### config.mk
export PLATFORM = sky130hd
export DESIGN_NAME = da_cmd_decoder
export DESIGN_NICKNAME = d
export VERILOG_FILES = /design/src/rtl/da_cmd_pkg.sv /design/src/rtl/da_shift_in.sv /design/src/rtl/da_pw_match.sv /design/src/rtl/da_addr_map.sv /design/src/rtl/da_cmd_decoder.sv
export SDC_FILE = /design/constraint.sdc
export NUM_CORES = 1
export LEC_CHECK = 0
export ABC_AREA = 0
export CAP_MARGIN = 5
export CORE_ASPECT_RATIO = 1.1
export CORE_MARGIN = 2
export CORE_UTILIZATION = 43
export CTS_CLUSTER_DIAMETER = 30
export CTS_CLUSTER_SIZE = 25
export DETAILED_ROUTE_END_ITERATION = 7
export PLACE_DENSITY_LB_ADDON = 0.1
export SLEW_MARGIN = 20
export SYNTH_ARGS = -nofsm -noshare
export SYNTH_HDL_FRONTEND = slang
export SYNTH_SLANG_ARGS = --single-unit
export TNS_END_PERCENT = 20
### constraint.sdc
create_clock -name clk_i -period 4.4 [get_ports clk_i]
set_input_delay 1.32 -clock clk_i [delete_from_list [all_inputs] [get_ports clk_i]]
set_output_delay 1.32 -clock clk_i [all_outputs]
set_load 0.02 [all_outputs]
### src/rtl/da_cmd_pkg.sv
package da_cmd_pkg;
  typedef enum logic [1:0] {
    ST_IDLE = 2'd0,
    ST_RX   = 2'd1,
    ST_DONE = 2'd2,
    ST_SKIP = 2'd3
  } rx_state_e;
endpackage

### src/rtl/da_shift_in.sv
module da_shift_in #(
  parameter int unsigned W  = 38,
  parameter int unsigned CW = 6
) (
  input  logic          clk_i,
  input  logic          rst_ni,
  input  logic          shift_i,
  input  logic          clear_i,
  input  logic          bit_i,
  output logic [W-1:0]  next_o,
  output logic [CW-1:0] cnt_o,
  output logic [CW-1:0] cnt_next_o
);
  logic [W-1:0]  vec_q;
  logic [CW-1:0] cnt_q;

  assign next_o     = {vec_q[W-2:0], bit_i};
  assign cnt_next_o = cnt_q + CW'(1);
  assign cnt_o      = cnt_q;

  always_ff @(posedge clk_i or negedge rst_ni) begin
    if (!rst_ni) begin
      vec_q <= '0;
      cnt_q <= '0;
    end else if (clear_i) begin
      vec_q <= '0;
      cnt_q <= '0;
    end else if (shift_i) begin
      vec_q <= next_o;
      cnt_q <= cnt_next_o;
    end
  end

  // the counter never runs past one full password frame
  p_cnt_bound_r7: assert property (@(posedge clk_i) disable iff (!rst_ni)
    cnt_q <= CW'(W))
    else $error("bit counter beyond frame length");
endmodule

### src/rtl/da_pw_match.sv
module da_pw_match #(
  parameter int unsigned PW_W = 32
) (
  input  logic            check_i,
  input  logic [PW_W-1:0] rx_pw_i,
  input  logic [PW_W-1:0] ref_pw_i,
  output logic            ok_o
);
  assign ok_o = !check_i || (rx_pw_i == ref_pw_i);
endmodule

### src/rtl/da_addr_map.sv
module da_addr_map #(
  parameter int unsigned ADDR_W    = 3,
  parameter int unsigned CFG_BLK   = 0,
  parameter int unsigned LIVE_LAST = 2
) (
  input  logic              page_i,
  input  logic [ADDR_W-1:0] blk_i,
  output logic              page_o,
  output logic [ADDR_W-1:0] blk_o,
  output logic              force_zero_o
);
  always_comb begin
    page_o       = page_i;
    blk_o        = blk_i;
    force_zero_o = 1'b0;
    if (page_i) begin
      if (blk_i == ADDR_W'(CFG_BLK)) begin
        page_o = 1'b0;              // config block lives on page 0
      end else if (blk_i > ADDR_W'(LIVE_LAST)) begin
        force_zero_o = 1'b1;
      end
    end
  end

  always_comb begin
    if (force_zero_o) begin
      p_zero_only_high_p1_r11: assert (page_o && (blk_i > ADDR_W'(LIVE_LAST)))
        else $error("force-zero outside page-1 upper blocks");
    end
  end
endmodule

### src/rtl/da_cmd_decoder.sv
module da_cmd_decoder
  import da_cmd_pkg::*;
#(
  parameter int unsigned PW_W   = 32,
  parameter int unsigned ADDR_W = 3
) (
  input  logic              clk_i,
  input  logic              rst_ni,
  input  logic              bit_i,
  input  logic              bit_valid_i,
  input  logic              frame_end_i,
  input  logic              pwd_en_i,
  input  logic [PW_W-1:0]   pwd_ref_i,
  output logic              page_o,
  output logic [ADDR_W-1:0] blk_addr_o,
  output logic              force_zero_o,
  output logic              blk_rd_start_o,
  output logic              rd_fallback_o
);
  localparam int unsigned OP_W    = 2;
  localparam int unsigned LEN_PLN = OP_W + 1 + ADDR_W;
  localparam int unsigned LEN_PW  = LEN_PLN + PW_W;
  localparam int unsigned CW      = $clog2(LEN_PW + 1);

  rx_state_e state_q, state_d;
  logic pw_mode_q, page_q, long_q, long_d;
  logic start_d, fb_d, clr, shift, complete, cmd_ok, pw_ok;
  logic pw_mode_eff;
  logic [CW-1:0]     need, cnt, cnt_next;
  logic [LEN_PW-1:0] nv;
  logic              map_page, map_fz;
  logic [ADDR_W-1:0] map_blk;

  assign shift       = bit_valid_i && (state_q == ST_IDLE || state_q == ST_RX);
  assign pw_mode_eff = (state_q == ST_IDLE) ? pwd_en_i : pw_mode_q;
  assign need        = pw_mode_eff ? CW'(LEN_PW) : CW'(LEN_PLN);
  assign complete    = shift && (state_q == ST_RX) && (cnt_next == need);

  da_shift_in #(.W(LEN_PW), .CW(CW)) u_shift (
    .clk_i      (clk_i),
    .rst_ni     (rst_ni),
    .shift_i    (shift),
    .clear_i    (clr),
    .bit_i      (bit_i),
    .next_o     (nv),
    .cnt_o      (cnt),
    .cnt_next_o (cnt_next)
  );

  da_pw_match #(.PW_W(PW_W)) u_pw (
    .check_i  (pw_mode_q),
    .rx_pw_i  (nv[ADDR_W+1 +: PW_W]),
    .ref_pw_i (pwd_ref_i),
    .ok_o     (pw_ok)
  );

  assign cmd_ok = pw_ok && !nv[ADDR_W];

  da_addr_map #(.ADDR_W(ADDR_W), .CFG_BLK(0), .LIVE_LAST(2)) u_map (
    .page_i       (page_q),
    .blk_i        (nv[ADDR_W-1:0]),
    .page_o       (map_page),
    .blk_o        (map_blk),
    .force_zero_o (map_fz)
  );

  always_comb begin
    state_d = state_q;
    long_d  = long_q;
    start_d = 1'b0;
    fb_d    = 1'b0;
    clr     = 1'b0;
    unique case (state_q)
      ST_IDLE: begin
        long_d = 1'b0;
        if (bit_valid_i) state_d = bit_i ? ST_RX : ST_SKIP;
        if (frame_end_i) begin
          state_d = ST_IDLE;
          clr     = 1'b1;
          fb_d    = bit_valid_i && bit_i;   // one-bit frame is short
        end
      end
      ST_RX: begin
        if (complete) begin
          start_d = cmd_ok;
          fb_d    = !cmd_ok;
          state_d = ST_DONE;
        end
        if (frame_end_i) begin
          clr     = 1'b1;
          state_d = ST_IDLE;
          if (!complete) fb_d = 1'b1;
        end
      end
      ST_DONE: begin
        if (bit_valid_i) long_d = 1'b1;
        if (frame_end_i) begin
          clr     = 1'b1;
          state_d = ST_IDLE;
          fb_d    = long_q || bit_valid_i;
          long_d  = 1'b0;
        end
      end
      ST_SKIP: begin
        if (frame_end_i) begin
          clr     = 1'b1;
          state_d = ST_IDLE;
        end
      end
      default: state_d = ST_IDLE;
    endcase
  end

  always_ff @(posedge clk_i or negedge rst_ni) begin
    if (!rst_ni) begin
      state_q        <= ST_IDLE;
      pw_mode_q      <= 1'b0;
      page_q         <= 1'b0;
      long_q         <= 1'b0;
      blk_rd_start_o <= 1'b0;
      rd_fallback_o  <= 1'b0;
      page_o         <= 1'b0;
      blk_addr_o     <= '0;
      force_zero_o   <= 1'b0;
    end else begin
      state_q        <= state_d;
      long_q         <= long_d;
      blk_rd_start_o <= start_d;
      rd_fallback_o  <= fb_d;
      if (state_q == ST_IDLE && bit_valid_i) pw_mode_q <= pwd_en_i;
      if (state_q == ST_RX && bit_valid_i && cnt == CW'(1)) page_q <= bit_i;
      if (start_d) begin
        page_o       <= map_page;
        blk_addr_o   <= map_blk;
        force_zero_o <= map_fz;
      end
    end
  end

  p_pulse_excl_r12: assert property (@(posedge clk_i) disable iff (!rst_ni)
    !(blk_rd_start_o && rd_fallback_o))
    else $error("start and fallback together");

  p_start_single_r12: assert property (@(posedge clk_i) disable iff (!rst_ni)
    blk_rd_start_o |=> !blk_rd_start_o)
    else $error("start pulse longer than one clock");

  p_fb_single_r6: assert property (@(posedge clk_i) disable iff (!rst_ni)
    rd_fallback_o |=> !rd_fallback_o)
    else $error("fallback pulse longer than one clock");

  p_start_after_bit_r2: assert property (@(posedge clk_i) disable iff (!rst_ni)
    $rose(blk_rd_start_o) |-> $past(bit_valid_i))
    else $error("start not caused by an accepted bit");

  p_fb_cause_r6: assert property (@(posedge clk_i) disable iff (!rst_ni)
    $rose(rd_fallback_o) |-> $past(bit_valid_i || frame_end_i))
    else $error("fallback without bit or frame end");

  p_out_hold_r4: assert property (@(posedge clk_i) disable iff (!rst_ni)
    !blk_rd_start_o |-> $stable({page_o, blk_addr_o, force_zero_o}))
    else $error("address outputs moved without a start pulse");
endmodule

==> results.py <==
metrics = {
    "timing": {
        "rsz0062_at_grt": "no",
        "period_minus_slack_ns": 3.20,
        "final-hold-violation-count": 0,
        "worst_hold_slack_ns": 0.521,
        "final_max_slew_viol_count": 0,
        "final.setup_skew_ns": 0.00985,
        "fin_ws_ns": 1.20,
        "fmax_mhz": 313,
        "period_share_pct": 72.7,
        "slew_headroom_pct": 64.3,
        "setup_tns_ns": 0,
        "setup_viol": 0,
        "tightest_slew_ns": 0.535,
    },
    "layout": {
        "layout-drive-gt1-share_pct": 7.50,
        "fin_util_pct": 55.1,
        "fill_cells": 583,
        "final_common_cell": "nand2_1",
        "postLayoutCellArea_mm2": 0.00324,
        "layout_common_cells": "nand2_1 (74), dfrtp_1 (53), clkdlybuf4s50_1 (43), a21oi_1 (41), xor2_1 (38)",
        "syn_to_final_growth_pct": 22.2,
        "diodes": 0,
        "final_nets": 359,
    },
    "setup_path": {
        "rr_worst_depth": 6,
        "crit_start": "pwd_ref_i[31]",
        "start_kind": "input pin",
        "r2r_setup_slack_ns": 2.18,
        "arrival_ns": 3.40,
        "crit_required_ns": 4.60,
        "r2r-end": "force_zero_o",
        "worst_setup_path_end_kind": "register",
        "rr_startpoint": "u_shift.vec_q[27]",
        "critical_path_class": "input pin to register",
        "cp-endpoint": "force_zero_o",
        "cp_max_fo": 6,
    },
    "global_routing": {
        "grt_max_degree": 46,
        "grt_pass1_wl_um": 9470,
        "grt_use_total_pct": 17.5,
        "grt_pass1_vias": 2055,
        "antenna_found_initial": 0,
        "grt-ovfl-total": 0,
    },
    "power": {
        "power_frac_comb_pct": 13.8,
        "ir_worst_vdd_uv": 141,
        "seqPwrFrac_pct": 55.5,
        "power.density_cell_area_mw_per_mm2": 284,
        "p_sw_mw": 0.244,
        "pwr-share-clk_pct": 30.6,
        "p_sw_share_pct": 26.6,
        "intPower_mw": 0.674,
        "leakage_nw": 1.43,
    },
    "clock_tree": {
        "cts_resized": 0,
        "htreeDepth": 2,
        "cts_made_buffers": 5,
        "cts_buffer_depth": 2,
        "clock-root-buffer": "clkbuf_8",
        "clkLatencyLatePin_ns": 0.31,
        "clock_sinks": 53,
        "path_clk_slew_ns": 0.10,
        "cts_tree": "built",
        "cts_hold_buf": 0,
        "cts_setup_buffers": 0,
    },
    "flow_run": {
        "max_cap_violations": 0,
    },
    "floorplan": {
        "start_util_pct": 45.1,
        "die_area_mm2": 0.00680,
        "die_height_um": 86.3,
        "ios": 45,
        "core-area_mm2": 0.00588,
        "die_x_um": 78.8,
        "rows": 29,
    },
    "detailed_routing": {
        "routed-wl-met3_um": 203,
        "wl_met2_um": 2700,
        "wirelength_met1_um": 2550,
        "avgRoutedWirePerCell_um": 13.9,
        "drt-initial-drc-count": 135,
        "vias_per_cell": 5.08,
        "ant_nets": 0,
        "firstDrtPassIters": 4,
        "maxUsedRoutingLayer": "met4",
        "drt-total-wl_um": 5510,
        "drc": 0,
        "vias": 2015,
    },
    "logic_synthesis": {
        "synth.cell_area_mm2": 0.00265,
        "synth_top_cell_area_share_pct": 50.1,
        "yosysSeqAreaShare_pct": 50.1,
        "yosys-top-cells-area": "dfrtp_1 (50%), xor2_1 (13%), nand2_1 (10%)",
        "netlist-cell-type-count": 30,
        "synthArstFlopShare_pct": 100,
        "yosys.area.top_type": "dfrtp_1",
        "synth.ff_latch_count": 53,
        "synthesis.nets": 319,
        "synthFlopType": "dfrtp_1",
        "synthesis.instances": 279,
        "synth-edff-count": 0,
        "yosys_warnings": 0,
        "avgSynthCellArea_um2": 9.49,
    },
    "worst_hold_path": {
        "hold_path_depth": 1,
        "hp-class": "register to register",
    },
    "placed_design": {
        "detailed_place_hpwl_um": 3800,
        "port_buffers": 44,
        "place_ws_ns": 0.826,
        "gp_congestion": 0.774,
        "postPlaceCellArea_mm2": 0.00315,
    },
    "outcome": {
        "status": "finished clean",
    },
}
power groups by stage:
stage | Sequential, mW | Combinational [mW] | Clock (mW)
after floorplan | 0.517 | 0.0658 | 0
after global placement | 0.520 | 0.129 | 0
after detailed placement | 0.520 | 0.129 | 0
after CTS | 0.510 | 0.130 | 0.292
after global routing | 0.512 | 0.141 | 0.316
final | 0.510 | 0.127 | 0.281
kinds of logic after synthesis:
family | count (synthesis) | share of synthesized area [%]
AO/OA/AOI/OAI | 47 | 9.83
XOR/XNOR | 41 | 13.6
adder cells (fa/ha/maj) | 2 | 0.945
buffers and inverters | 18 | 2.98
flip-flops | 53 | 50.1
multiplexers | 9 | 4.58
AND/OR/NAND/NOR | 109 | 18.0
area by class of cell:
cell class	count	area, µm²	share of cell area [%]
Clock inverter	3	22.5	0.696
Tap cell	77	96.3	2.98
Multi-Input combinational cell	208	1250	38.5
Timing Repair Buffer	48	465	14.4
Clock buffer	5	68.8	2.13
Inverter	3	11.3	0.348
Sequential cell	53	1330	41.0
routing by layer:
layer / vias to the layer above / track usage [%]
li1: 1002 / -
met1: 961 / 23.5
met2: 46 / 29.5
met3: 6 / 3.23
met4: 0 / 4.23
met5: - / 0
synth_stat cells (all sizes together), types with 2 or more instances:
| library cell | n |
|---|---|
| a21oi | 41 |
| inv | 3 |
| nor2 | 12 |
| xnor2 | 3 |
| nor4 | 9 |
| nand2b | 2 |
| nand2 | 74 |
| clkbuf | 13 |
| nor2b | 3 |
| ha | 2 |
| dfrtp | 53 |
| nand4 | 4 |
| buf | 2 |
| mux2 | 7 |
| mux2i | 2 |
| and4b | 2 |
| xor2 | 38 |
registers in the layout, summed over array words and instances, names as in the netlist:
register / cells
page_q: 1
u_shift.vec_q: 35
blk_addr_o: 3
state_q: 2
pw_mode_q: 1
page_o: 1
blk_rd_start_o: 1
force_zero_o: 1
u_shift.cnt_o: 6
long_q: 1
rd_fallback_o: 1
metrics by stage:
stage,total power [mW],instances
final,0.919,397
after global routing,0.969,397
after CTS,0.932,397
after detailed placement,0.649,389
after global placement,0.649,389
after floorplan,0.583,279
critical path, cell delays in order:
cell and delay [ns]:
clkdlybuf4s50_1 0.43, xor2_1 0.17, nor4_1 0.33, nand4_1 0.12
o21ai_0 0.24, and4b_1 0.45, mux2_4 0.33
how the worst min path moves through the flow:
stage / from / endpoint / slack [ns]
6_report: blk_addr_o[1] / blk_addr_o[1] / 0.52
5_1_grt: blk_addr_o[0] / blk_addr_o[0] / 0.54
4_1_cts: blk_addr_o[0] / blk_addr_o[0] / 0.53
3_5_place_dp: blk_addr_o[0] / blk_addr_o[0] / 0.50
3_3_place_gp: blk_addr_o[0] / blk_addr_o[0] / 0.50
2_1_floorplan: long_q / long_q / 0.50
Power figures use the tool's default switching activity.
